File: config.mk
export PLATFORM = sky130hd
export DESIGN_NAME = lpm_ctrl
export DESIGN_NICKNAME = d
export VERILOG_FILES = /design/src/rtl/lpm_pkg.sv /design/src/rtl/lpm_exit_latch.sv /design/src/rtl/lpm_wake_timer.sv /design/src/rtl/lpm_fsm.sv /design/src/rtl/lpm_ctrl.sv
export SDC_FILE = /design/constraint.sdc
export NUM_CORES = 1
export LEC_CHECK = 0
export BUFFER_PORTS_ARGS = -buffer_cell sky130_fd_sc_hd__buf_2
export CAP_MARGIN = 20
export CORE_UTILIZATION = 45
export DETAILED_ROUTE_END_ITERATION = 7
export PLACE_DENSITY = 0.85
export SLEW_MARGIN = 20
export SYNTH_ARGS = -nofsm -noshare
export SYNTH_HDL_FRONTEND = slang
export SYNTH_SLANG_ARGS = --single-unit
File: constraint.sdc
create_clock -name clk -period 2.5 [get_ports clk]
set_clock_uncertainty 0.15 [all_clocks]
set_input_delay 0.75 -clock clk [delete_from_list [all_inputs] [get_ports clk]]
set_output_delay 0.75 -clock clk [all_outputs]
set_load 0.02 [all_outputs]
File: src/rtl/lpm_pkg.sv
package lpm_pkg;
    typedef enum logic [2:0] {
        M_RUN    = 3'd0,
        M_WAIT   = 3'd1,
        M_LSRUN  = 3'd2,
        M_LSWAIT = 3'd3,
        M_AHALT  = 3'd4,
        M_HALT   = 3'd5,
        M_WAKE   = 3'd6
    } lpm_mode_e;
endpackage

File: src/rtl/lpm_exit_latch.sv
// Holds a low-speed exit request until the main oscillator reports ready.
module lpm_exit_latch (
    input  logic clk,
    input  logic rst_n,
    input  logic in_lsrun,
    input  logic req_exit,
    input  logic hs_ready,
    output logic pend_q
);
    always_ff @(posedge clk or negedge rst_n) begin
        if (!rst_n) begin
            pend_q <= 1'b0;
        end else begin
            pend_q <= in_lsrun & (pend_q | req_exit) & ~hs_ready;
        end
    end
endmodule

File: src/rtl/lpm_wake_timer.sv
// Settling counter run between a halt state and run.
module lpm_wake_timer #(
    parameter int SLOW_WAKE = 40,
    parameter int FAST_WAKE = 4,
    localparam int CNT_W = $clog2(SLOW_WAKE + 1)
) (
    input  logic clk,
    input  logic rst_n,
    input  logic load,
    input  logic fast,
    input  logic in_wake,
    output logic done
);
    localparam logic [CNT_W-1:0] SLOW_LD = CNT_W'(SLOW_WAKE - 1);
    localparam logic [CNT_W-1:0] FAST_LD = CNT_W'(FAST_WAKE - 1);

    logic [CNT_W-1:0] cnt_q;

    always_ff @(posedge clk or negedge rst_n) begin
        if (!rst_n) begin
            cnt_q <= '0;
        end else if (load) begin
            cnt_q <= fast ? FAST_LD : SLOW_LD;
        end else if (in_wake && cnt_q != '0) begin
            cnt_q <= cnt_q - 1'b1;
        end
    end

    assign done = in_wake && (cnt_q == '0);
endmodule

File: src/rtl/lpm_fsm.sv
// Mode state machine with state-decoded clock, memory and regulator outputs.
module lpm_fsm
    import lpm_pkg::*;
#(
    parameter int NPERIPH = 8
) (
    input  logic               clk,
    input  logic               rst_n,
    input  logic               req_wfi,
    input  logic               req_wfe,
    input  logic               req_ls_enter,
    input  logic               req_ls_exit,
    input  logic               req_halt,
    input  logic               req_ahalt,
    input  logic               irq,
    input  logic               evt,
    input  logic               rtc_wake,
    input  logic               ext_irq,
    input  logic               hs_ready,
    input  logic               pend_q,
    input  logic               wake_done,
    input  logic [NPERIPH-1:0] periph_keep,
    output lpm_mode_e          mode,
    output logic               wake_load,
    output logic               cpu_clk_en,
    output logic [NPERIPH-1:0] periph_clk_en,
    output logic               rtc_clk_en,
    output logic               mem_pd,
    output logic               reg_lp
);
    lpm_mode_e mode_d;
    logic      exit_want;

    assign exit_want = pend_q | req_ls_exit;

    always_ff @(posedge clk or negedge rst_n) begin
        if (!rst_n) begin
            mode <= M_RUN;
        end else begin
            mode <= mode_d;
        end
    end

    always_comb begin
        mode_d    = mode;
        wake_load = 1'b0;
        unique case (mode)
            M_RUN: begin
                if (req_halt)                mode_d = M_HALT;
                else if (req_ahalt)          mode_d = M_AHALT;
                else if (req_ls_enter)       mode_d = M_LSRUN;
                else if (req_wfi || req_wfe) mode_d = M_WAIT;
            end
            M_WAIT: begin
                if (irq || evt) mode_d = M_RUN;
            end
            M_LSRUN: begin
                if (exit_want) begin
                    if (hs_ready) mode_d = M_RUN;
                end else if (req_wfe) begin
                    mode_d = M_LSWAIT;
                end
            end
            M_LSWAIT: begin
                if (evt) mode_d = M_LSRUN;
            end
            M_AHALT: begin
                if (rtc_wake || ext_irq) begin
                    mode_d    = M_WAKE;
                    wake_load = 1'b1;
                end
            end
            M_HALT: begin
                if (ext_irq) begin
                    mode_d    = M_WAKE;
                    wake_load = 1'b1;
                end
            end
            M_WAKE: begin
                if (wake_done) mode_d = M_RUN;
            end
            default: mode_d = M_RUN;
        endcase
    end

    always_comb begin
        cpu_clk_en    = 1'b0;
        periph_clk_en = '0;
        rtc_clk_en    = 1'b1;
        mem_pd        = 1'b0;
        reg_lp        = 1'b0;
        unique case (mode)
            M_RUN: begin
                cpu_clk_en    = 1'b1;
                periph_clk_en = '1;
            end
            M_WAIT: begin
                periph_clk_en = periph_keep;
            end
            M_LSRUN: begin
                cpu_clk_en    = 1'b1;
                periph_clk_en = '1;
                mem_pd        = 1'b1;
                reg_lp        = 1'b1;
            end
            M_LSWAIT: begin
                periph_clk_en = periph_keep;
                mem_pd        = 1'b1;
                reg_lp        = 1'b1;
            end
            M_AHALT: begin
                reg_lp = 1'b1;
            end
            M_HALT: begin
                rtc_clk_en = 1'b0;
                reg_lp     = 1'b1;
            end
            M_WAKE: begin
                rtc_clk_en = 1'b1;
            end
            default: begin
                cpu_clk_en = 1'b0;
            end
        endcase
    end
endmodule

File: src/rtl/lpm_ctrl.sv
module lpm_ctrl
    import lpm_pkg::*;
#(
    parameter int NPERIPH   = 8,
    parameter int SLOW_WAKE = 40,
    parameter int FAST_WAKE = 4
) (
    input  logic               clk,
    input  logic               rst_n,
    input  logic               req_wfi,
    input  logic               req_wfe,
    input  logic               req_ls_enter,
    input  logic               req_ls_exit,
    input  logic               req_halt,
    input  logic               req_ahalt,
    input  logic               irq,
    input  logic               evt,
    input  logic               rtc_wake,
    input  logic               ext_irq,
    input  logic               fast_wake,
    input  logic               hs_ready,
    input  logic [NPERIPH-1:0] periph_keep,
    output logic               cpu_clk_en,
    output logic [NPERIPH-1:0] periph_clk_en,
    output logic               rtc_clk_en,
    output logic               mem_pd,
    output logic               reg_lp,
    output logic [2:0]         mode_o
);
    lpm_mode_e mode;
    logic      pend_q;
    logic      wake_load;
    logic      wake_done;

    lpm_exit_latch u_exit (
        .clk      (clk),
        .rst_n    (rst_n),
        .in_lsrun (mode == M_LSRUN),
        .req_exit (req_ls_exit),
        .hs_ready (hs_ready),
        .pend_q   (pend_q)
    );

    lpm_wake_timer #(
        .SLOW_WAKE (SLOW_WAKE),
        .FAST_WAKE (FAST_WAKE)
    ) u_timer (
        .clk     (clk),
        .rst_n   (rst_n),
        .load    (wake_load),
        .fast    (fast_wake),
        .in_wake (mode == M_WAKE),
        .done    (wake_done)
    );

    lpm_fsm #(
        .NPERIPH (NPERIPH)
    ) u_fsm (
        .clk           (clk),
        .rst_n         (rst_n),
        .req_wfi       (req_wfi),
        .req_wfe       (req_wfe),
        .req_ls_enter  (req_ls_enter),
        .req_ls_exit   (req_ls_exit),
        .req_halt      (req_halt),
        .req_ahalt     (req_ahalt),
        .irq           (irq),
        .evt           (evt),
        .rtc_wake      (rtc_wake),
        .ext_irq       (ext_irq),
        .hs_ready      (hs_ready),
        .pend_q        (pend_q),
        .wake_done     (wake_done),
        .periph_keep   (periph_keep),
        .mode          (mode),
        .wake_load     (wake_load),
        .cpu_clk_en    (cpu_clk_en),
        .periph_clk_en (periph_clk_en),
        .rtc_clk_en    (rtc_clk_en),
        .mem_pd        (mem_pd),
        .reg_lp        (reg_lp)
    );

    assign mode_o = mode;
endmodule

==> results.sh, run 1 <==
export IMPL_status="complete, but fails checks"
export IMPL_failed_checks="design-rule violations"
export IMPL_root_buffer="clkbuf_4"
export IMPL_min_period_ns=2.34
export IMPL_r2r_end="u_timer.cnt_q[4]$_DFFE_PN0P_"
export IMPL_hold_violations=0
export IMPL_yosysWarnings=0
export IMPL_overflow=0
export IMPL_rsz0062_at_grt="false"
export IMPL_crit_fanout=18
export IMPL_crit_required_ns=1.60
export IMPL_n_antenna_cell=0
export IMPL_r2r_start="u_fsm.mode[2]$_DFFE_PN0P_"
export IMPL_synthesis_nets=113
export IMPL_yosysUniqueCellTypes=35
export IMPL_initial_utilization_pct=49.7
export IMPL_cts_made_buffers=3
export IMPL_vias_per_cell=5.42
export IMPL_leakage_nw=0.511
export IMPL_synth_edff_count=0
export IMPL_startpoint="u_fsm.mode[2]$_DFFE_PN0P_"
export IMPL_dpl_hpwl_mm=1.43
export IMPL_avgSynthCellArea_sq_um=8.70
export IMPL_power_density_nw_per_um2=1270
export IMPL_core_rowCount=14
export IMPL_ys_seq_area_share_pct=32.3
export IMPL_grt_first_pass_wirelength_mm=3.00
export IMPL_fin_setup_tns_ns=0
export IMPL_cts_setup_buffers=0
export IMPL_dieArea_sq_um=1890
export IMPL_synth_seq_cells=10
export IMPL_die_w_microns=43.5
export IMPL_port_buffers=36
export IMPL_synth_top_cell_area_share_pct=32.3
export IMPL_wirelength_mm=1.82
export IMPL_cts_reportedPaths_clkPinSlew_ns=0.06
export IMPL_drtIter0Drc=17
export IMPL_routedWlPerCell_microns=13.1
export IMPL_drive_above_1_share_pct=39.0
export IMPL_n_fill_cell=130
export IMPL_peakVddDrop_v=0.000708
export IMPL_pre_cts_ws_ns=0.325
export IMPL_area_growth_syn_to_layout_pct=25.8
export IMPL_io_pin_count=37
export IMPL_regToRegSetupSlack_ns=0.38
export IMPL_cts_tree="yes"
export IMPL_clkSinkCount=10
export IMPL_final_setup_viol_count=0
export IMPL_fp_dieH_microns=43.5
export IMPL_grt_pass1_vias=703
export IMPL_crit_type="reg -> out"
export IMPL_cts_htree_levels=1
export IMPL_yosys_top_cells_count="inv_1 (12), a21oi_1 (10), dfrtp_1 (10)"
export IMPL_cts_resized=0
export IMPL_clkLatencyLatePin_ns=0.26
export IMPL_dp_cells=136
export IMPL_synth_cells=89
export IMPL_async_flop_share_pct=100
export IMPL_endpoint="rtc_clk_en"
export IMPL_yosysMostFrequentCell="inv_1"
export IMPL_worst_ep_arrival_time_ns=1.44
export IMPL_synthFlopType="dfrtp_1"
export IMPL_max_freq_mhz=428
export IMPL_ant_nets=0
export IMPL_netlist_top_cells_area="dfrtp_1 (32%), a21oi_1 (6.5%), inv_1 (5.8%), a311oi_4 (3.4%), ha_1 (3.2%)"
export IMPL_end_kind="primary output"
export IMPL_relSlewSlack_pct=55.4
export IMPL_grt_max_degree=22
export IMPL_worstSetupStartpointType="flip-flop"
export IMPL_period_share_pct=93.4
export IMPL_max_cap_violations=0
export IMPL_setup_ws_ns=0.164
export IMPL_tightest_slew_ns=0.670
export IMPL_synthesis_area_sq_um=774
export IMPL_firstDrtPassIters=6
export IMPL_antenna_found_initial=0
export IMPL_place_gp_congestion=0.747
export IMPL_grt_util_all_layers_pct=21.9
export IMPL_hold_buffers=0
export IMPL_layoutNonFillerInstCount=139
export IMPL_vias=754
export IMPL_drc_errors=8
export IMPL_drv_slew=0
export IMPL_yosysTopAreaCell="dfrtp_1"
export IMPL_clock_path_buffers=2
export IMPL_fin_nets=149
export IMPL_ff2ff_path_depth=5
export IMPL_hp_class="in -> async"
export IMPL_core_area_sq_um=1560
metrics by stage:
step	power, W	util (%)	hold WS [ns]	instance area (sq um)
global placement	0.00111	61.1	0.369	952
finish	0.00124	62.5	0.191	975
CTS	0.00124	62.5	0.191	975
floorplan	0.000934	-	0.304	774
detailed placement	0.00114	61.1	0.381	952
global route	0.00134	62.5	0.198	975
power breakdown:
group | internal [W] | leakage [nW] | switching (W)
logic | 0.000313 | 0.375 | 0.000447
clock network | 0.0000553 | 0.0138 | 0.0000495
registers | 0.000225 | 0.122 | 0.000152
total | 0.000593 | 0.511 | 0.000649
cells by family (layout without fill, tap and decap cells):
family,Yosys count,count (layout),synth area share [%]
adders and majority gates,2,2,3.23
AOI/OAI and AO/OA,23,23,21.5
xor gates and xnor gates,4,4,4.52
DFF,10,10,32.3
and+or+nand+nor,29,29,24.7
buffers and inverters,18,52,9.21
muxes,3,3,4.52
placed cells by master (no fill, tap or decap), drive strengths merged, types with 2 or more instances in the layout:
cell type	count
buf	36
inv	12
a21oi	10
dfrtp	10
nand2	8
nor2	6
nor4	6
nor2b	3
clkbuf	3
o21ai	3
nand2b	2
xor2	2
mux2i	2
xnor2	2
ha	2
o311ai	2
final cells by class:
class	count	area [sq um]	area share (%)
inverter	13	48.8	5.01
tap	16	20.0	2.05
sequential	10	250	25.7
clock buffer	3	22.5	2.31
timing repair buffer	36	180	18.5
multi-input combinational	61	453	46.5
registers in the layout, summed over array words and instances, names as in the netlist:
signal / count
u_exit.pend_q: 1
u_fsm.mode: 3
u_timer.cnt_q: 6
worst min-delay path by stage:
stage                     cells past startpoint                          from                      endpoint  slack (ns)
after floorplan                               0                         rst_n       u_exit.pend_q$_DFF_PN0_        0.30
after global placement                        1  u_timer.cnt_q[4]$_DFFE_PN0P_  u_timer.cnt_q[4]$_DFFE_PN0P_        0.37
after detailed placement                      1  u_timer.cnt_q[4]$_DFFE_PN0P_  u_timer.cnt_q[4]$_DFFE_PN0P_        0.38
after CTS                                     1                         rst_n     u_fsm.mode[1]$_DFFE_PN0P_        0.19
after global routing                          1                         rst_n     u_fsm.mode[1]$_DFFE_PN0P_        0.20
final                                         1                         rst_n     u_fsm.mode[1]$_DFFE_PN0P_        0.19
worst max-delay path, cell delays in order (launching register included):
cell     delay, ns
dfrtp_1       0.66
nor2b_1       0.24
nand2_1       0.08
buf_2         0.20
metal layers:
layer | GRT usage [%] | part of all wire, % | vias up
li1 | - | - | 385
met1 | 24.7 | 41 | 344
met2 | 40.3 | 54 | 23
met3 | 6.25 | 5.1 | 2
met4 | 5.63 | 0.55 | 0
met5 | 0 | 0 | -
Note: power is estimated with default switching activity, not from simulation.
==> run 2: changes to the inputs <==
- CELL_PAD_IN_SITES_DETAIL_PLACEMENT: not set -> 1
- CELL_PAD_IN_SITES_GLOBAL_PLACEMENT: not set -> 1
- CORE_UTILIZATION: 45 -> 32
==> run 2 against run 1 <==
The run now ends clean. Count of clock-buffer cells in the layout up 1. Critical endpoint unchanged. Sequential share of layout area down 0.74 points. Cell area up 3.0%. Clock power up 39%. Via count up 4.0%. Register-to-register slack worse by 0.04 ns. Wire length up 17%. Critical path depth unchanged. Highest routed layer is now met3. Hold slack worse by 0.0071 ns. First-iteration DRC count unchanged. Final cell count up 9.4%. Non-clock buffer count unchanged.
==> results.sh, run 2 (synthesized netlist as in run 1, its figures left out) <==
export IMPL_largest_reg_flops=6
export IMPL_clock_path_buffers=2
export IMPL_initial_utilization_pct=34.4
export IMPL_layoutNonFillerInstCount=152
export IMPL_power_w=0.00130
export IMPL_worstSetupStartpointType="flip-flop"
export IMPL_port_buffers=36
export IMPL_use_met1_pct=22.9
export IMPL_wirelength_mm=2.12
export IMPL_relSlewSlack_pct=50.5
export IMPL_dpl_instance_area_sq_um=967
export IMPL_overflow=0
export IMPL_hp_class="in -> async"
export IMPL_critical_path_max_stage_delay_ns=0.70
export IMPL_endpoint="rtc_clk_en"
export IMPL_routedWlPerCell_microns=14.0
export IMPL_clkLatencyLatePin_ns=0.27
export IMPL_startpoint="u_fsm.mode[2]$_DFFE_PN0P_"
export IMPL_cpMaxStageDelayCell="dfrtp_1"
export IMPL_r2r_start="u_fsm.mode[0]$_DFFE_PN0P_"
export IMPL_power_density_nw_per_um2=1300
export IMPL_worst_ep_arrival_time_ns=1.52
export IMPL_status="finished, final reports clean"
export IMPL_reg_top3="u_timer.cnt_q: 6 flops, u_fsm.mode: 3 flops, u_exit.pend_q: 1 flops"
export IMPL_cts_tree="yes"
export IMPL_period_share_pct=96.9
export IMPL_r2r_end="u_fsm.mode[1]$_DFFE_PN0P_"
export IMPL_clkSinkCount=10
export IMPL_fp_dieH_microns=51.2
export IMPL_met2_usage_pct=32.0
export IMPL_dieArea_sq_um=2620
export IMPL_crit_buf_inv=1
export IMPL_max_cap_violations=0
export IMPL_n_fill_cell=287
export IMPL_place_gp_congestion=0.741
export IMPL_grt_first_pass_wirelength_mm=3.53
export IMPL_firstDrtPassIters=4
export IMPL_drv_slew=0
export IMPL_cp_depth=3
export IMPL_crit_type="reg -> out"
export IMPL_hold_buffers=0
export IMPL_cts_reportedPaths_clkPinSlew_ns=0.07
export IMPL_tightest_slew_ns=0.743
export IMPL_grt_pass1_vias=767
export IMPL_min_period_ns=2.42
export IMPL_peakVddDrop_v=0.000514
export IMPL_final_cell_mix="buf_2 (36), inv_1 (12), a21oi_1 (10), dfrtp_1 (10)"
export IMPL_crit_fanout=18
export IMPL_die_w_microns=51.2
export IMPL_cts_made_buffers=3
export IMPL_end_kind="primary output"
export IMPL_dpl_hpwl_mm=1.66
export IMPL_grt_util_all_layers_pct=18.1
export IMPL_max_freq_mhz=413
export IMPL_final_area_sq_um=1000
export IMPL_core_rowCount=17
export IMPL_antenna_found_initial=0
export IMPL_critPathTopFamily="flip-flops"
export IMPL_hold_violations=0
export IMPL_drc_errors=0
export IMPL_leakage_nw=0.518
export IMPL_final_setup_viol_count=0
export IMPL_grt_busiest_layer="met2"
export IMPL_fin_setup_tns_ns=0
export IMPL_cts_setup_buffers=0
export IMPL_final_common_cell="buf_2"
export IMPL_n_antenna_cell=0
export IMPL_drtIter0Drc=17
export IMPL_fin_nets=149
export IMPL_regToRegSetupSlack_ns=0.34
export IMPL_cts_htree_levels=1
export IMPL_cp_cell_sequence="nor2b_1, nand2_1, buf_2"
export IMPL_crit_required_ns=1.60
export IMPL_vias_per_cell=5.16
export IMPL_max_flop_register="u_timer.cnt_q"
export IMPL_fin_util_pct=44.5
export IMPL_cts_resized=0
export IMPL_root_buffer="clkbuf_4"
export IMPL_ff2ff_path_depth=5
export IMPL_io_pin_count=37
export IMPL_rsz0062_at_grt="false"
export IMPL_dp_cells=148
export IMPL_ant_nets=0
export IMPL_grt_max_degree=22
export IMPL_core_area_sq_um=2250
export IMPL_area_growth_syn_to_layout_pct=29.6
export IMPL_vias=784
export IMPL_drive_above_1_share_pct=39.5
export IMPL_grtUsageMet3_pct=4.17
## run 2: cell types whose count changed in the layout (fill, tap and decap cells not counted), sizes merged
cell	previous run	this run
clkbuf	3	4
## run 2: stage by stage
step	hold slack [ns]	setup WS [ns]
3_5_place_dp	0.394	0.306
5_1_grt	0.200	0.00889
4_1_cts	0.183	0.102
2_1_floorplan	0.304	0.356
6_report	0.184	0.0775
3_3_place_gp	0.373	0.352
## run 2: worst min-delay path by stage
stage	startpoint	to	slack [ns]	cells past startpoint
floorplan	rst_n	u_exit.pend_q$_DFF_PN0_	0.30	0
finish	rst_n	u_timer.cnt_q[5]$_DFFE_PN0P_	0.18	1
global placement	u_timer.cnt_q[4]$_DFFE_PN0P_	u_timer.cnt_q[4]$_DFFE_PN0P_	0.37	1
global route	rst_n	u_fsm.mode[1]$_DFFE_PN0P_	0.20	1
CTS	rst_n	u_timer.cnt_q[5]$_DFFE_PN0P_	0.18	1
detailed placement	u_timer.cnt_q[4]$_DFFE_PN0P_	u_timer.cnt_q[4]$_DFFE_PN0P_	0.39	1
## run 2: layout make-up
type                            instances  area, sq um  share of cell area, %
Sequential cell                        10          250                   24.9
Clock buffer                            4         36.3                   3.62
Inverter                               13         48.8                   4.86
Tap cell                               28         35.0                   3.49
Timing Repair Buffer                   36          180                   18.0
Multi-Input combinational cell         61          453                   45.1
## run 2: worst reg2reg max path: cells and delay by family, from the launching register on
kind	cells	cell delay, ns
AO/OA/AOI/OAI	1	0.30
flip-flops	1	0.83
multiplexers	1	0.29
AND/OR/NAND/NOR	3	0.48
## run 2: per-layer routing
layer | part of all wire [%] | vias up
met4 | 0 | 0
met5 | 0 | -
met3 | 5.2 | 0
li1 | - | 384
met2 | 50 | 24
met1 | 44 | 376
## run 2: power by group
| part | internal, W | switching [W] |
|---|---|---|
| clock network | 0.0000885 | 0.0000580 |
| logic | 0.000313 | 0.000459 |
| registers | 0.000224 | 0.000159 |
| total | 0.000626 | 0.000676 |
==> run 3: changes to the inputs <==
- clock period: 2.5 -> 2.65 ns (I/O delays scaled with it)
==> run 3 against run 2 <==
Worst setup slack improved by 0.17 ns. Sequential power fell by 6.5%. Critical path depth did not move.
==> results.sh, run 3 (synthesized netlist as in run 1, its figures left out) <==
export IMPL_fp_dieH_microns=51.2
export IMPL_rsz0062_at_grt="false"
export IMPL_crit_fanout=18
export IMPL_fin_nets=149
export IMPL_min_period_ns=2.40
export IMPL_regToRegSetupSlack_ns=0.52
export IMPL_core_rowCount=17
export IMPL_end_kind="primary output"
export IMPL_max_cap_violations=0
export IMPL_n_fill_cell=296
export IMPL_largest_reg_flops=6
export IMPL_n_antenna_cell=0
export IMPL_hold_buffers=0
export IMPL_grt_max_degree=22
export IMPL_max_flop_register="u_timer.cnt_q"
export IMPL_combPwrFrac_pct=59.3
export IMPL_overflow=0
export IMPL_wirelength_mm=2.08
export IMPL_tightest_slew_ns=0.709
export IMPL_grt_pass1_vias=808
export IMPL_port_buffers=36
export IMPL_peakVddDrop_v=0.000526
export IMPL_core_area_sq_um=2250
export IMPL_drv_slew=0
export IMPL_drc_errors=0
export IMPL_r2r_end="u_fsm.mode[1]$_DFFE_PN0P_"
export IMPL_worst_ep_arrival_time_ns=1.46
export IMPL_grt_util_all_layers_pct=18.4
export IMPL_max_freq_mhz=417
export IMPL_p_sw_share_pct=51.8
export IMPL_cts_made_buffers=3
export IMPL_clkSinkCount=10
export IMPL_place_gp_congestion=0.810
export IMPL_hold_violations=0
export IMPL_relSlewSlack_pct=52.7
export IMPL_status="finished, final reports clean"
export IMPL_startpoint="u_fsm.mode[2]$_DFFE_PN0P_"
export IMPL_grt_first_pass_wirelength_mm=3.55
export IMPL_cts_reportedPaths_clkPinSlew_ns=0.07
export IMPL_dpl_hpwl_mm=1.62
export IMPL_dpl_instance_area_sq_um=967
export IMPL_initial_utilization_pct=34.4
export IMPL_crit_required_ns=1.71
export IMPL_drtIter0Drc=1
export IMPL_leakage_nw=0.518
export IMPL_routedWlPerCell_microns=13.7
export IMPL_antenna_found_initial=0
export IMPL_endpoint="reg_lp"
export IMPL_area_growth_syn_to_layout_pct=29.6
export IMPL_root_buffer="clkbuf_4"
export IMPL_power_density_nw_per_um2=1220
export IMPL_dieArea_sq_um=2620
export IMPL_crit_type="reg -> out"
export IMPL_io_pin_count=37
export IMPL_cts_htree_levels=1
export IMPL_r2r_start="u_fsm.mode[2]$_DFFE_PN0P_"
export IMPL_cts_setup_buffers=0
export IMPL_vias=789
export IMPL_drive_above_1_share_pct=39.5
export IMPL_period_share_pct=90.6
export IMPL_cts_resized=0
export IMPL_firstDrtPassIters=4
export IMPL_fin_setup_tns_ns=0
export IMPL_seqPwrFrac_pct=29.2
export IMPL_clkLatencyLatePin_ns=0.27
export IMPL_reg_top3="u_timer.cnt_q: 6 flops, u_fsm.mode: 3 flops, u_exit.pend_q: 1 flops"
export IMPL_clock_path_buffers=2
export IMPL_die_w_microns=51.2
export IMPL_p_int_w=0.000591
export IMPL_cts_tree="yes"
export IMPL_final_setup_viol_count=0
export IMPL_final_area_sq_um=1000
export IMPL_hold_slack_ns=0.221
export IMPL_ant_nets=0
export IMPL_vias_per_cell=5.19
export IMPL_ff2ff_path_depth=5
export IMPL_final_common_cell="buf_2"
export IMPL_power_share_clock_pct=11.5
export IMPL_p_switching_w=0.000635
export IMPL_hp_class="in -> async"
export IMPL_final_cell_mix="buf_2 (36), inv_1 (12), a21oi_1 (10), dfrtp_1 (10)"
export IMPL_worstSetupStartpointType="flip-flop"
## run 3: critical path: stages, from the launching register on
cell and delay (ns):
dfrtp_1 0.67, nand2b_1 0.27, nand2_1 0.08, buf_2 0.16
## run 3: area by class of cell
type	instances	area (sq um)	area share (%)
repair buffers	36	180	18.0
multi-input cells	61	453	45.1
clock buffers	4	36.3	3.62
flip-flops and latches	10	250	24.9
inverters	13	48.8	4.86
well taps	28	35.0	3.49
## run 3: metal layers
layer | wire [microns] | track usage, % | vias to the layer above
met2 | 1070 | 31.1 | 28
met1 | 844 | 20.8 | 372
met5 | 0 | 0 | -
li1 | - | - | 383
met4 | 44 | 9.26 | 0
met3 | 126 | 5.36 | 6
## run 3: worst min path at each step
| stage | slack [ns] | startpoint | endpoint | cells after the start |
|---|---|---|---|---|
| floorplan | 0.35 | rst_n | u_exit.pend_q$_DFF_PN0_ | 0 |
| global placement | 0.37 | u_timer.cnt_q[4]$_DFFE_PN0P_ | u_timer.cnt_q[4]$_DFFE_PN0P_ | 1 |
| detailed placement | 0.38 | u_timer.cnt_q[4]$_DFFE_PN0P_ | u_timer.cnt_q[4]$_DFFE_PN0P_ | 1 |
| CTS | 0.22 | rst_n | u_fsm.mode[1]$_DFFE_PN0P_ | 1 |
| global route | 0.22 | rst_n | u_timer.cnt_q[1]$_DFFE_PN0P_ | 1 |
| finish | 0.22 | rst_n | u_timer.cnt_q[1]$_DFFE_PN0P_ | 1 |
## run 3: power by group through the flow
stage | clock (W) | combinational [W] | sequential, W
after global placement | 0 | 0.000706 | 0.000353
final | 0.000141 | 0.000727 | 0.000358
after global routing | 0.000157 | 0.000798 | 0.000377
after detailed placement | 0 | 0.000732 | 0.000365
after floorplan | 0 | 0.000588 | 0.000293
after CTS | 0.000147 | 0.000736 | 0.000361
## run 3: per-stage QoR
step / setup WS [ns] / cells / utilization, % / total power, W
after detailed placement: 0.426 / 148 / 42.9 / 0.00110
after global placement: 0.484 / 148 / 42.9 / 0.00106
after global routing: 0.103 / 152 / 44.5 / 0.00133
after CTS: 0.221 / 152 / 44.5 / 0.00124
after floorplan: 0.461 / 89 / - / 0.000881
final: 0.250 / 152 / 44.5 / 0.00123
